==> src/rtl/extirq_pkg.sv <==
package extirq_pkg;
   localparam int REG_W = 32;
   localparam int PRIO_W = 4;

   localparam logic [2:0] A_SENSE  = 3'd0;
   localparam logic [2:0] A_PRIO   = 3'd1;
   localparam logic [2:0] A_SOURCE = 3'd2;
   localparam logic [2:0] A_MSET   = 3'd3;
   localparam logic [2:0] A_MCLR   = 3'd4;
   localparam logic [2:0] A_MODE   = 3'd5;

   typedef enum logic [3:0] {
      TRIG_FALL = 4'd0,
      TRIG_RISE = 4'd1,
      TRIG_LOW  = 4'd2,
      TRIG_HIGH = 4'd3,
      TRIG_BOTH = 4'd4
   } trig_e;
endpackage

==> src/rtl/extirq_sync.sv <==
module extirq_sync #(
   parameter int WIDTH  = 8,
   parameter int STAGES = 2
) (
   input  logic             clk,
   input  logic             rst_n,
   input  logic [WIDTH-1:0] d_i,
   output logic [WIDTH-1:0] q_o
);
   logic [STAGES-1:0][WIDTH-1:0] chain_q;

   always_ff @(posedge clk or negedge rst_n) begin
      if (!rst_n) chain_q[0] <= '0;
      else        chain_q[0] <= d_i;
   end

   for (genvar s = 1; s < STAGES; s++) begin : g_stage
      always_ff @(posedge clk or negedge rst_n) begin
         if (!rst_n) chain_q[s] <= '0;
         else        chain_q[s] <= chain_q[s-1];
      end
   end

   assign q_o = chain_q[STAGES-1];
endmodule

==> src/rtl/extirq_sense_det.sv <==
module extirq_sense_det
   import extirq_pkg::*;
#(
   parameter int CODE_W = 4
) (
   input  logic              clk,
   input  logic              rst_n,
   input  logic              lvl_i,
   input  logic [CODE_W-1:0] code_i,
   input  logic              clr_i,
   output logic              pend_o
);
   logic       prev_q;
   logic       pend_q;
   logic       hit;
   logic [3:0] code4;

   assign code4 = 4'(code_i);

   always_comb begin
      case (code4)
         TRIG_FALL: hit = prev_q & ~lvl_i;
         TRIG_RISE: hit = ~prev_q & lvl_i;
         TRIG_LOW:  hit = ~lvl_i;
         TRIG_HIGH: hit = lvl_i;
         TRIG_BOTH: hit = prev_q ^ lvl_i;
         default:   hit = 1'b0;
      endcase
   end

   always_ff @(posedge clk or negedge rst_n) begin
      if (!rst_n) begin
         prev_q <= 1'b0;
         pend_q <= 1'b0;
      end else begin
         prev_q <= lvl_i;
         pend_q <= (pend_q & ~clr_i) | hit;
      end
   end

   assign pend_o = pend_q;

   // a pending bit only drops through a clear write
   p_pend_sticky_r5: assert property (@(posedge clk) disable iff (!rst_n)
      (pend_q && !clr_i) |=> pend_q);

   // unused codes never raise pending
   p_bad_code_r10: assert property (@(posedge clk) disable iff (!rst_n)
      (code4 > 4'd4 && !pend_q) |=> !pend_q);
endmodule

==> src/rtl/extirq_regfile.sv <==
module extirq_regfile
   import extirq_pkg::*;
#(
   parameter int NUM_PINS = 8,
   parameter int SENSE_W  = 4,
   parameter int SRC_W    = 8,
   parameter int MODE_BIT = 23,
   parameter bit HAS_MODE = 1'b1
) (
   input  logic                              clk,
   input  logic                              rst_n,
   input  logic                              bus_valid,
   input  logic                              bus_write,
   input  logic [2:0]                        bus_addr,
   input  logic [REG_W-1:0]                  bus_wdata,
   output logic [REG_W-1:0]                  bus_rdata,
   input  logic [NUM_PINS-1:0]               pend_i,
   output logic [NUM_PINS-1:0][SENSE_W-1:0]  sense_o,
   output logic [NUM_PINS-1:0]               prio_nz_o,
   output logic [NUM_PINS-1:0]               mask_o,
   output logic [NUM_PINS-1:0]               clr_o,
   output logic                              indiv_o
);
   logic             wr;
   logic [REG_W-1:0] sense_q;
   logic [REG_W-1:0] prio_q;
   logic [REG_W-1:0] mode_rd;
   logic [SRC_W-1:0] src_vec;

   assign wr = bus_valid & bus_write;

   always_ff @(posedge clk or negedge rst_n) begin
      if (!rst_n) begin
         sense_q <= '0;
         prio_q  <= '0;
      end else if (wr) begin
         if (bus_addr == A_SENSE) sense_q <= bus_wdata;
         if (bus_addr == A_PRIO)  prio_q  <= bus_wdata;
      end
   end

   for (genvar n = 0; n < NUM_PINS; n++) begin : g_pin
      localparam int SOFF = REG_W - (n + 1) * SENSE_W;
      localparam int POFF = REG_W - (n + 1) * PRIO_W;
      localparam int SBIT = SRC_W - 1 - n;

      assign sense_o[n]   = sense_q[SOFF +: SENSE_W];
      assign prio_nz_o[n] = |prio_q[POFF +: PRIO_W];
      assign clr_o[n]     = wr && (bus_addr == A_SOURCE) && !bus_wdata[SBIT];

      always_ff @(posedge clk or negedge rst_n) begin
         if (!rst_n) mask_o[n] <= 1'b1;
         else if (wr && bus_wdata[SBIT]) begin
            if (bus_addr == A_MSET)      mask_o[n] <= 1'b1;
            else if (bus_addr == A_MCLR) mask_o[n] <= 1'b0;
         end
      end

      // a 1 at the pin position in the set register masks it
      p_mask_set_r6: assert property (@(posedge clk) disable iff (!rst_n)
         (wr && bus_addr == A_MSET && bus_wdata[SBIT]) |=> mask_o[n]);

      // a 0 at the pin position leaves the mask alone
      p_mask_keep_r6: assert property (@(posedge clk) disable iff (!rst_n)
         (wr && (bus_addr == A_MSET || bus_addr == A_MCLR) && !bus_wdata[SBIT])
            |=> $stable(mask_o[n]));
   end

   always_comb begin
      src_vec = '0;
      for (int n = 0; n < NUM_PINS; n++) src_vec[SRC_W-1-n] = pend_i[n];
   end

   if (HAS_MODE) begin : g_mode
      logic mode_q;
      always_ff @(posedge clk or negedge rst_n) begin
         if (!rst_n) mode_q <= 1'b0;
         else if (wr && bus_addr == A_MODE) mode_q <= bus_wdata[MODE_BIT];
      end
      assign indiv_o = mode_q;
      always_comb begin
         mode_rd = '0;
         mode_rd[MODE_BIT] = mode_q;
      end
   end else begin : g_no_mode
      assign indiv_o = 1'b1;
      assign mode_rd = '0;
   end

   always_comb begin
      bus_rdata = '0;
      case (bus_addr)
         A_SENSE:  bus_rdata = sense_q;
         A_PRIO:   bus_rdata = prio_q;
         A_SOURCE: bus_rdata = REG_W'(src_vec);
         A_MODE:   bus_rdata = mode_rd;
         default:  bus_rdata = '0;
      endcase
   end

   // the mask registers read as zero
   p_rd_wo_zero_r6: assert property (@(posedge clk) disable iff (!rst_n)
      (bus_valid && !bus_write && (bus_addr == A_MSET || bus_addr == A_MCLR))
         |-> bus_rdata == '0);
endmodule

==> src/rtl/extirq_pin_ctrl.sv <==
module extirq_pin_ctrl
   import extirq_pkg::*;
#(
   parameter int NUM_PINS    = 8,
   parameter int SENSE_W     = 4,
   parameter int SRC_W       = 8,
   parameter int SYNC_STAGES = 2,
   parameter int MODE_BIT    = 23,
   parameter bit HAS_MODE    = 1'b1
) (
   input  logic                clk,
   input  logic                rst_n,
   input  logic [NUM_PINS-1:0] pin_i,
   input  logic                bus_valid,
   input  logic                bus_write,
   input  logic [2:0]          bus_addr,
   input  logic [31:0]         bus_wdata,
   output logic [31:0]         bus_rdata,
   output logic [NUM_PINS-1:0] irq_pin_o,
   output logic                irq_any_o
);
   initial begin
      a_pins_range: assert (NUM_PINS >= 1 && NUM_PINS <= 8);
      a_sense_width: assert (SENSE_W == 2 || SENSE_W == 4);
      a_src_width: assert (SRC_W == 8 || SRC_W == 32);
      a_sync_depth: assert (SYNC_STAGES >= 2);
      a_mode_bit: assert (MODE_BIT >= 0 && MODE_BIT < REG_W);
   end

   logic [NUM_PINS-1:0]              lvl;
   logic [NUM_PINS-1:0]              pend;
   logic [NUM_PINS-1:0]              mask;
   logic [NUM_PINS-1:0]              clr;
   logic [NUM_PINS-1:0]              prio_nz;
   logic [NUM_PINS-1:0][SENSE_W-1:0] sense;
   logic [NUM_PINS-1:0]              req;
   logic                             indiv;

   extirq_sync #(.WIDTH(NUM_PINS), .STAGES(SYNC_STAGES)) i_sync (
      .clk(clk), .rst_n(rst_n), .d_i(pin_i), .q_o(lvl)
   );

   for (genvar n = 0; n < NUM_PINS; n++) begin : g_det
      extirq_sense_det #(.CODE_W(SENSE_W)) i_det (
         .clk(clk), .rst_n(rst_n), .lvl_i(lvl[n]), .code_i(sense[n]),
         .clr_i(clr[n]), .pend_o(pend[n])
      );

      // zero priority blocks the pin's output
      p_prio_block_r7: assert property (@(posedge clk) disable iff (!rst_n)
         !prio_nz[n] |-> !irq_pin_o[n]);
   end

   extirq_regfile #(
      .NUM_PINS(NUM_PINS), .SENSE_W(SENSE_W), .SRC_W(SRC_W),
      .MODE_BIT(MODE_BIT), .HAS_MODE(HAS_MODE)
   ) i_regs (
      .clk(clk), .rst_n(rst_n),
      .bus_valid(bus_valid), .bus_write(bus_write), .bus_addr(bus_addr),
      .bus_wdata(bus_wdata), .bus_rdata(bus_rdata),
      .pend_i(pend), .sense_o(sense), .prio_nz_o(prio_nz),
      .mask_o(mask), .clr_o(clr), .indiv_o(indiv)
   );

   assign req       = pend & ~mask & prio_nz;
   assign irq_pin_o = indiv ? req : '0;
   assign irq_any_o = |req;

   // per-pin outputs silent outside individual mode
   p_group_mode_r8: assert property (@(posedge clk) disable iff (!rst_n)
      !indiv |-> irq_pin_o == '0);

   // any per-pin request shows on the combined output
   p_any_r9: assert property (@(posedge clk) disable iff (!rst_n)
      (irq_pin_o != '0) |-> irq_any_o);

   // nothing pending right after reset
   p_reset_quiet_r1: assert property (@(posedge clk) disable iff (!rst_n)
      $rose(rst_n) |-> !irq_any_o);
endmodule

==> config.mk <==
export PLATFORM = sky130hd
export DESIGN_NAME = extirq_pin_ctrl
export DESIGN_NICKNAME = d
export VERILOG_FILES = /design/src/rtl/extirq_pkg.sv /design/src/rtl/extirq_sync.sv /design/src/rtl/extirq_sense_det.sv /design/src/rtl/extirq_regfile.sv /design/src/rtl/extirq_pin_ctrl.sv
export SDC_FILE = /design/constraint.sdc
export NUM_CORES = 1
export LEC_CHECK = 0
export ABC_AREA = 1
export BUFFER_PORTS_ARGS = -buffer_cell sky130_fd_sc_hd__buf_2
export CORE_AREA = 5 5 156 83
export DETAILED_ROUTE_END_ITERATION = 7
export DIE_AREA = 0 0 161 88
export GPL_ROUTABILITY_DRIVEN = 0
export GPL_TIMING_DRIVEN = 1
export PLACE_DENSITY = 0.74
export SLEW_MARGIN = 20
export SYNTH_ARGS = -nofsm -noshare
export SYNTH_HDL_FRONTEND = slang
export SYNTH_HIERARCHICAL = 1
export SYNTH_SLANG_ARGS = --single-unit
export TNS_END_PERCENT = 1
==> constraint.sdc <==
create_clock -name clk -period 1.2 [get_ports clk]
set_input_delay 0.24 -clock clk [delete_from_list [all_inputs] [get_ports clk]]
set_output_delay 0.24 -clock clk [all_outputs]
set_load 0.02 [all_outputs]
## After elaboration in Yosys (flattened, before gate mapping)

Index checks and enable logic that the tools add are counted.

| operators by class | value |
|---|---|
| muxes and demuxes | 12 |
| bitwise gates (word level) | 68 |
| reductions and logical operators | 55 |
| eq/ne operators | 37 |

Operators by type and width:

| kind | count |
|---|---|
| $pmux W32 S4 | 1 |
| $eq A4 B2 Y1 const B | 16 |
| $pmux W1 S5 | 8 |
| $eq A4 B1 Y1 const B | 8 |
| $eq A4 B3 Y1 const B | 8 |
| $logic_not A4 Y1 | 8 |
| $reduce_or A4 Y1 | 8 |
| $and A1 B1 Y1 | 25 |
| $not A1 Y1 | 24 |
| $reduce_and A2 Y1 | 10 |
| $logic_and A1 B1 Y1 | 18 |
| $and A8 B8 Y8 | 2 |
| $logic_not A1 Y1 | 8 |
| $mux W8 | 1 |
| $not A8 Y8 | 1 |
| $or A1 B1 Y1 | 8 |
| $reduce_or A8 Y1 | 1 |
| $xor A1 B1 Y1 | 8 |
| $eq A3 B2 Y1 const B | 2 |
| $eq A3 B3 Y1 const B | 2 |
| $eq A3 B1 Y1 const B | 1 |
| $logic_not A3 Y1 | 1 |
| $mux W1 | 2 |
| $reduce_bool A2 Y1 | 1 |

| storage, ports and cells | value |
|---|---|
| register bits after elaboration | 105 |

## Longest topological paths before layout

Gate-level depths: netlist of run 1.

| logic depth | value |
|---|---|
| word-level depth | 6 |
| gate-level depth with buffers | 9 |

## By module

The synthesis of run 1 kept the hierarchy.

By module, submodules not included:

| module | cells an instance | seq. area each (um^2) | area each (um^2) | instances |
|---|---|---|---|---|
| extirq_regfile | 497 | 1836.8 | 3703.6 | 1 |
| extirq_sense_det | 23 | 50.0 | 153.9 | 8 |
| extirq_sync | 24 | 400.4 | 460.4 | 1 |
| extirq_pin_ctrl | 31 | 0.0 | 173.9 | 1 |

## Worst setup path after synthesis of run 1

No wires, ideal clock.

| timing | value |
|---|---|
| kind | input -> register |
| start point | input port bus_valid |
| end point | register g_det[2].i_det.pend_q |
| buffers on the path | 2 |
| stages | 9 |
| data required time | 1.084 ns |
| arrival | 1.156 ns |
| path slack | -0.072 ns |
| cell sequence | buf_2 > nand2_1 > inv_1 > buf_2 > nand3_1 > nor2_1 > inv_1 > nand2_1 > nand2_1 |

| on the way | value |
|---|---|
| word-level cells in the longest chain between the ends | 6 |

Ends and longest elaborated chain:

| what | line | source |
|---|---|---|
| start, declared | extirq_pin_ctrl.sv:14 | `input logic bus_valid,` |
| $and A1 B1 Y1 | extirq_regfile.sv:30 | `assign wr = bus_valid & bus_write;` |
| $logic_and A1 B1 Y1 (2 in series) | extirq_regfile.sv:49 | `assign clr_o[n] = wr && (bus_addr == A_SOURCE) && !bus_wdata[SBIT];` |
| via clr[2] | extirq_pin_ctrl.sv:33 | `logic [NUM_PINS-1:0] clr;` |
| $not A1 Y1 | extirq_sense_det.sv:37 | `pend_q <= (pend_q & ~clr_i) \| hit;` |
| $and A1 B1 Y1 | extirq_sense_det.sv:37 |  |
| $or A1 B1 Y1 | extirq_sense_det.sv:37 |  |
| end signal, assigned | extirq_sense_det.sv:37 |  |
| end, declared | extirq_sense_det.sv:14 | `logic pend_q;` |

The timed path passes the listed nets, and every way through them passes these cells.
A chain may end at the register's enable or synchronous reset.

## Worst setup path after layout of run 1

| timing | value |
|---|---|
| start point | register i_regs.prio_q[19] |
| end point | output port irq_any_o |

| on the way | value |
|---|---|
| word-level cells in the longest chain between the ends | 3 |

Ends and longest elaborated chain:

| what | line | source |
|---|---|---|
| start, declared | extirq_regfile.sv:26 | `logic [REG_W-1:0] prio_q;` |
| start signal, assigned | extirq_regfile.sv:38 | `if (bus_addr == A_PRIO) prio_q <= bus_wdata;` |
| $reduce_or A4 Y1 | extirq_regfile.sv:48 | `assign prio_nz_o[n] = \|prio_q[POFF +: PRIO_W];` |
| via prio_nz[3] | extirq_pin_ctrl.sv:34 | `logic [NUM_PINS-1:0] prio_nz;` |
| $and A8 B8 Y8 | extirq_pin_ctrl.sv:65 | `assign req = pend & ~mask & prio_nz;` |
| $reduce_or A8 Y1 | extirq_pin_ctrl.sv:67 | `assign irq_any_o = \|req;` |
| end, declared | extirq_pin_ctrl.sv:20 | `output logic irq_any_o` |

The timed path passes the listed nets, and every way through them passes these cells.

==> results.yml, run 1 <==
cts:
  cts_root_buf: "clkbuf_16"
  cts_made_buffers: 9
  cts_setup_buffers: 0
  htreeDepth: 3
  tritoncts: "yes"
  insertion_delay_ns: 0.35
  cts_buffer_depth: 2
  clock_sink_count: 105
  clk_pin_slew_ns: 0.07
cells_and_area:
  stdcell_area_mm2: 0.00753
  fill_cells: 962
  area_delta_synth_final_pct: 35.2
  finish.net_count: 948
  instances_no_fill: 1040
  drive_above_1_share_pct: 30.7
  diodes: 0
worst_setup_path:
  crit_path_start_kind: "register"
  cp_slowest_stage_delay_ns: 0.39
  crit_path_cell_trace: "nor2_1 -> nand2_1 -> nand3_2 -> nand2_1 -> nor2_1 -> nand2_1 -> buf_6"
  worstPathRequired_ns: 0.96
  end_kind: "output pin"
  crit_arrival_ns: 1.47
  timing.rr.start: "i_sync/q_o[0]"
  r2r_end: "g_det[0].i_det/pend_o"
  crit_type: "register to output pin"
  cp_common_cell: "nand2_1"
  reg2reg_slack_ns: -0.02
  cp_max_fo: 2
  rr_worst_depth: 6
  crit_slowest_cell: "dfrtp_1"
placement:
  portBuffers: 87
  dp.cells: 1015
  dpl_cell_area_mm2: 0.00681
  dpl.hpwl_um: 11700
route:
  antenna_left: 0
  drt_drc_violations_left: 0
  wl_per_cell_um: 15.3
  initialDrtViolationCount: 543
  viasPerCell: 5.23
  wl_um: 15900
  vias: 5442
  drt_first_pass_iters: 5
logic_synthesis:
  synth_top_area_share_pct: 43.6
  ys_seq_elements: 105
  yosysTopAreaCell: "dfrtp_1"
  postSynthAreaPerCell_um2: 7.57
  synth.area.top_cells: "dfrtp_1 (44%), nand2_1 (18%), nand3_1 (11%)"
  yosysWarnings: 6
  synth-seq-area-share_pct: 47.4
  syn_inst: 736
  synth_cell_types: 21
  synth-edff-count: 0
  async_flop_share_pct: 100
  synth_area_mm2: 0.00557
  synthFlopType: "dfrtp_1"
  syn_nets: 799
sta:
  slew_violations: 0
  slew-limit-headroom_pct: 73.3
  finClkSkew_ns: 0.00520
  holdWs_ns: 0.138
  min_period_over_period_pct: 142
  fin_crit_ns: 1.71
  worst_pin_slew_ns: 0.400
  hold_viol: 0
  fin_ws_ns: -0.506
  fmax_ghz: 0.586
  setup_viol: 44
  rsz0062_at_grt: "yes"
die:
  die_height_um: 88
  core_mm2: 0.0115
  rows: 28
  floorplan.initialDensity_pct: 48.5
  dieArea_mm2: 0.0142
  die_w_um: 161
  num_io_pins: 88
global_route:
  busiest_layer: "met2"
  grt-ovfl-total: 0
  met1_usage_pct: 34.1
  antenna_found_initial: 0
  grt_util_met3_pct: 6.44
  met2_usage_pct: 34.3
  grt_max_degree: 43
  grt_pass1_vias: 5017
  grt_pass1_wl_um: 25700
  grt.total_usage_pct: 23.1
run_status:
  failed_checks: "setup timing"
  outcome: "finished, violations left"
min_path:
  min_to: "i_regs/prio_q[31]"
  holdPathStages: 3
  holdCritStartpoint: "bus_wdata[31]"
  min_path_type: "input pin to register"
power_and_ir_drop:
  fin_total_pwr_uw: 11100
  vdd_drop_max_mv: 0.893
  cellLeakagePower_uw: 0.00406
  power.density_mw_per_mm2: 1480
run:
  maxCapViolCount: 0
[layout make-up]
| cell class | instances | area [µm²] | share of cell area (%) |
|---|---|---|---|
| Timing Repair Buffer | 182 | 1490 | 19.8 |
| Multi-Input combinational cell | 511 | 2580 | 34.3 |
| Tap cell | 150 | 188 | 2.49 |
| Clock inverter | 6 | 115 | 1.53 |
| Clock buffer | 10 | 229 | 3.04 |
| Inverter | 76 | 285 | 3.79 |
| Sequential cell | 105 | 2640 | 35.1 |
[worst max-delay path: cells and delay by family, from the launching register on]
kind | cells | cell delay, ns
buffers and inverters | 1 | 0.14
DFF | 1 | 0.39
and+or+nand+nor | 6 | 0.59
[layer usage]
| layer | part of all wire (%) | routed length [µm] |
|---|---|---|
| met1 | 48 | 7580 |
| met2 | 42 | 6600 |
| met3 | 9.3 | 1480 |
| met4 | 1.3 | 212 |
| met5 | 0 | 0 |
[placed cells by master (no fill, tap or decap), drive strengths merged]
| master | Yosys | final |
|---|---|---|
| nand2 | 273 | 273 |
| buf | 28 | 173 |
| nand3 | 125 | 125 |
| dfrtp | 97 | 97 |
| inv | 76 | 77 |
| nor2 | 39 | 39 |
| nand4 | 33 | 33 |
| ha | 16 | 16 |
| clkbuf | 16 | 10 |
| dlygate4sd3 | 0 | 9 |
| nand3b | 9 | 9 |
| o21bai | 8 | 8 |
| dfstp | 8 | 8 |
| a21oi | 8 | 8 |
| bufinv | 0 | 3 |
| clkinvlp | 0 | 1 |
| clkinv | 0 | 1 |
[metrics by stage]
stage	setup WS [ns]	util, %	setup TNS (ns)
6_report	-0.506	65.5	-9.49
3_3_place_gp	-0.227	59.3	-16.86
3_5_place_dp	-0.262	59.3	-17.24
5_1_grt	-0.580	65.5	-12.39
2_1_floorplan	-0.0324	-	-0.760
4_1_cts	-0.488	64.1	-10.05
[logic make-up (layout without fill, tap and decap cells)]
| logic type | after synthesis | count (layout) | share of synthesized area (%) |
|---|---|---|---|
| buffers and inverters | 120 | 274 | 9.03 |
| flip-flops | 105 | 105 | 47.4 |
| adder cells (fa/ha/maj) | 16 | 16 | 3.59 |
| AO/OA/AOI/OAI | 16 | 16 | 1.80 |
| AND/OR/NAND/NOR | 479 | 479 | 38.2 |
[worst max path at each step]
stage / start / end / slack (ns)
3_3_place_gp: bus_addr[0] / g_det[5].i_det/pend_o / -0.23
2_1_floorplan: bus_addr[2] / bus_rdata[23] / -0.03
6_report: i_regs/prio_q[19] / irq_any_o / -0.51
3_5_place_dp: i_regs/prio_q[2] / irq_any_o / -0.26
5_1_grt: i_regs/prio_q[2] / irq_any_o / -0.58
4_1_cts: i_regs/prio_q[3] / irq_any_o / -0.49
[repair_timing]
item	CTS	global route
endpoints found under the setup margin	47	49
hold endpoints to repair	22	0
resized for setup	40	53
pin swaps	12	4
hold buffers	9	0
[cell usage after synthesis, types with 6 or more instances]
cell type and n:
nor2_1 36, nand4_1 33, nand2_1 272, buf_4 8, dfrtp_1 97, ha_1 16, nand3_1 119, nand3_2 6
a21oi_1 8, dfstp_2 8, inv_2 11, nand3b_1 8, buf_2 18, o21bai_1 8, clkbuf_1 16, inv_1 65
[flip-flops by register name, indices dropped and copies added (netlist names)]
register / cells
i_regs/prio_q: 32
i_regs/sense_q: 32
g_det.i_det/pend_o: 8
g_det.i_det/prev_q: 8
i_regs/mask_o: 8
i_sync/chain_q: 8
i_sync/q_o: 8
i_regs/indiv_o: 1
[power by group]
group          internal [µW]  total, µW  switching (µW)
sequential              4150       4630             474
clock                   2050       3400            1350
combinational           1420       3120            1700
Note: power is estimated with default switching activity, not from simulation.
==> inputs of run 2 (changes only) <==
--- a/config.mk
+++ b/config.mk
@@ -6,16 +6,15 @@
 export NUM_CORES = 1
 export LEC_CHECK = 0
 export ABC_AREA = 1
-export BUFFER_PORTS_ARGS = -buffer_cell sky130_fd_sc_hd__buf_2
-export CORE_AREA = 5 5 156 83
+export CORE_AREA = 5 5 155 83
 export DETAILED_ROUTE_END_ITERATION = 7
-export DIE_AREA = 0 0 161 88
+export DIE_AREA = 0 0 160 88
+export DONT_BUFFER_PORTS = 1
 export GPL_ROUTABILITY_DRIVEN = 0
 export GPL_TIMING_DRIVEN = 1
-export PLACE_DENSITY = 0.74
+export PLACE_DENSITY = 0.67
 export SLEW_MARGIN = 20
 export SYNTH_ARGS = -nofsm -noshare
 export SYNTH_HDL_FRONTEND = slang
-export SYNTH_HIERARCHICAL = 1
 export SYNTH_SLANG_ARGS = --single-unit
 export TNS_END_PERCENT = 1
==> results.yml, run 2 <==
power_and_ir_drop:
  power.density_mw_per_mm2: 1490
  vdd_drop_max_mv: 0.684
  p_int_uw: 7060
  pwr-share-clk_pct: 26.7
  fin_total_pwr_uw: 10700
  swShare_pct: 33.9
  cellLeakagePower_uw: 0.00372
  p_sw_uw: 3610
  seqPwrFrac_pct: 43.6
  comb_power_share_pct: 29.7
min_path:
  min_path_type: "input pin to async pin"
die:
  rows: 28
  die_height_um: 88
  floorplan.initialDensity_pct: 48.7
  num_io_pins: 88
  dieArea_mm2: 0.0141
  die_w_um: 160
  core_mm2: 0.0114
global_route:
  grt_pass1_vias: 4789
  grt.total_usage_pct: 21.5
  grt-ovfl-total: 0
  grt_max_degree: 106
  antenna_found_initial: 0
  grt_pass1_wl_um: 24100
cts:
  cts_root_buf: "clkbuf_16"
  cts_made_buffers: 9
  insertion_delay_ns: 0.35
  ctsHoldBuffers: 8
  clock_sink_count: 105
  cts_buffer_depth: 2
  htreeDepth: 3
  clk_pin_slew_ns: 0.07
  tritoncts: "yes"
cells_and_area:
  layout_common_cells: "nand2_1 (139), inv_1 (95), dfrtp_1 (95), nor2_1 (67), o21ai_2 (59)"
  final_common_cell: "nand2_1"
  largestRegisters: "i_regs.prio_q (32), i_regs.sense_q (32)"
  instances_no_fill: 929
  finish.net_count: 837
  drive_above_1_share_pct: 33.0
  fill_cells: 961
  diodes: 0
  multi_input_area_mm2: 0.00257
  area_delta_synth_final_pct: 29.3
  register_area_mm2: 0.00264
run_status:
  outcome: "finished, violations left"
  failed_checks: "hold timing, setup timing"
sta:
  worst_pin_slew_ns: 0.374
  slew_violations: 0
  min_period_over_period_pct: 136
  slew-limit-headroom_pct: 75.0
  fmax_ghz: 0.611
  fin_crit_ns: 1.64
  holdWs_ns: -0.417
  hold_viol: 105
  fin_ws_ns: -0.436
  finClkSkew_ns: 0.00564
  rsz0062_at_grt: "yes"
  setup_viol: 41
placement:
  dpl.hpwl_um: 10800
  dp.cells: 904
  portBuffers: 0
worst_setup_path:
  cp_slowest_stage_delay_ns: 0.41
  crit_type: "register to output pin"
  reg2reg_slack_ns: 0.04
  critPathLaunch: "i_regs.prio_q[10]"
  cp_common_cell: "nand2_1"
  crit_slowest_cell: "dfrtp_1"
  end_kind: "output pin"
  r2r_end: "g_det[4].i_det.pend_o"
  crit_path_cell_trace: "nor2_1 -> nand3_1 -> nand2_1 -> nand2_1 -> nor2_2 -> nand2_2"
  cp_max_fo: 2
  timing.rr.start: "i_sync.q_o[4]"
  rr_worst_depth: 6
  crit_arrival_ns: 1.40
  worstPathRequired_ns: 0.96
  crit_path_start_kind: "register"
route:
  drt_drc_violations_left: 0
  wl_per_cell_um: 16.2
  drt_first_pass_iters: 5
  antenna_left: 0
  viasPerCell: 5.26
  initialDrtViolationCount: 342
  wl_um: 15100
  vias: 4891
logic_synthesis:
  synth-seq-area-share_pct: 47.6
  async_flop_share_pct: 100
  synth_area_mm2: 0.00554
  synth_compound_area_share_pct: 13.7
  synth-xor-area-share_pct: 0
  yosysTopAreaCell: "dfrtp_1"
  synth_mux_area_share_pct: 0
  synth_top_family_by_area: "simple AND/OR/NAND/NOR gates"
  yosysMostFrequentCell: "nand2_1"
  postSynthAreaPerCell_um2: 8.22
  synth_cell_types: 29
  syn_nets: 737
  yosysWarnings: 0
  synthFlopType: "dfrtp_1"
  synth-edff-count: 0
  yosys.area_share.simple_pct: 24.3
  ys_seq_elements: 105
  synthAdderAreaFrac_pct: 3.61
  synth.area.top_cells: "dfrtp_1 (44%), nand2_1 (11%), o21ai_2 (7.7%)"
  synth_top_area_share_pct: 43.8
  syn_inst: 674
  yosys-top-cells-count: "nand2_1 (158), inv_1 (110), dfrtp_1 (97), nor2_1 (81), nand3_1 (54)"
run:
  maxCapViolCount: 0
-- run 2: changes by cell type after synthesis, sizes merged, moves of 14 or more --
cell	before	now
clkbuf	16	2
nor2	39	83
nand2	273	162
nand4	33	7
nand3	125	54
inv	76	113
o21ai	0	79
-- run 2: worst max path at each step --
stage / slack (ns) / endpoint
after floorplan: -0.13 / bus_rdata[6]
after global placement: -0.08 / irq_any_o
after detailed placement: -0.1 / bus_rdata[16]
after CTS: -0.40 / irq_any_o
after global routing: -0.52 / irq_any_o
final: -0.44 / irq_any_o
-- run 2: layout make-up --
class	count	area share (%)
timing repair buffer	107	14.7
tap	150	2.62
clock inverter	5	0.541
sequential	105	36.8
multi-input combinational	437	35.8
inverter	114	6.13
clock buffer	11	3.39
-- run 2: logic make-up (layout without fill, tap and decap cells) --
family | count (synthesis) | count (layout)
AND/OR/NAND/NOR | 315 | 315
buffers and inverters | 132 | 237
AO/OA/AOI/OAI | 106 | 106
flip-flops | 105 | 105
adder cells (fa/ha/maj) | 16 | 16
-- run 2: metal layers --
layer	global-route usage (%)	up-vias	wire length (µm)	share of wire, %
met3	5.36	21	1060	7.0
met5	0	-	0	0
met1	29.8	2350	7030	47
met2	34.4	180	6810	45
li1	-	2340	-	-
met4	5.78	0	160	1.1
-- run 2: timing repair --
action,4_1_cts,5_1_grt
setup buffers,0,1
pin swaps,11,29
hold endpoints to repair,113,105
setup endpoints to repair,41,47
gates resized for setup,38,88
-- run 2: through the flow --
step	area [µm²]	setup TNS, ns	util [%]	setup slack [ns]
after global routing	7170	-11.74	63.0	-0.524
after detailed placement	6410	-2.55	56.3	-0.0968
after CTS	6900	-10.52	60.6	-0.398
after floorplan	5570	-2.01	-	-0.131
after global placement	6410	-0.950	56.3	-0.0801
final	7170	-9.35	63.0	-0.436
-- run 2: power groups by stage --
| stage | combinational [µW] | sequential [µW] | clock, µW |
|---|---|---|---|
| 2_1_floorplan | 1680 | 4560 | 0 |
| 3_3_place_gp | 2650 | 4610 | 0 |
| 3_5_place_dp | 2740 | 4650 | 0 |
| 4_1_cts | 2920 | 4600 | 2910 |
| 5_1_grt | 3500 | 4720 | 3060 |
| 6_report | 3170 | 4650 | 2850 |
-- run 2: worst max-delay path: cells and delay by family (launching register included) --
family,cells,cell delay [ns]
DFF,1,0.41
and+or+nand+nor,6,0.64
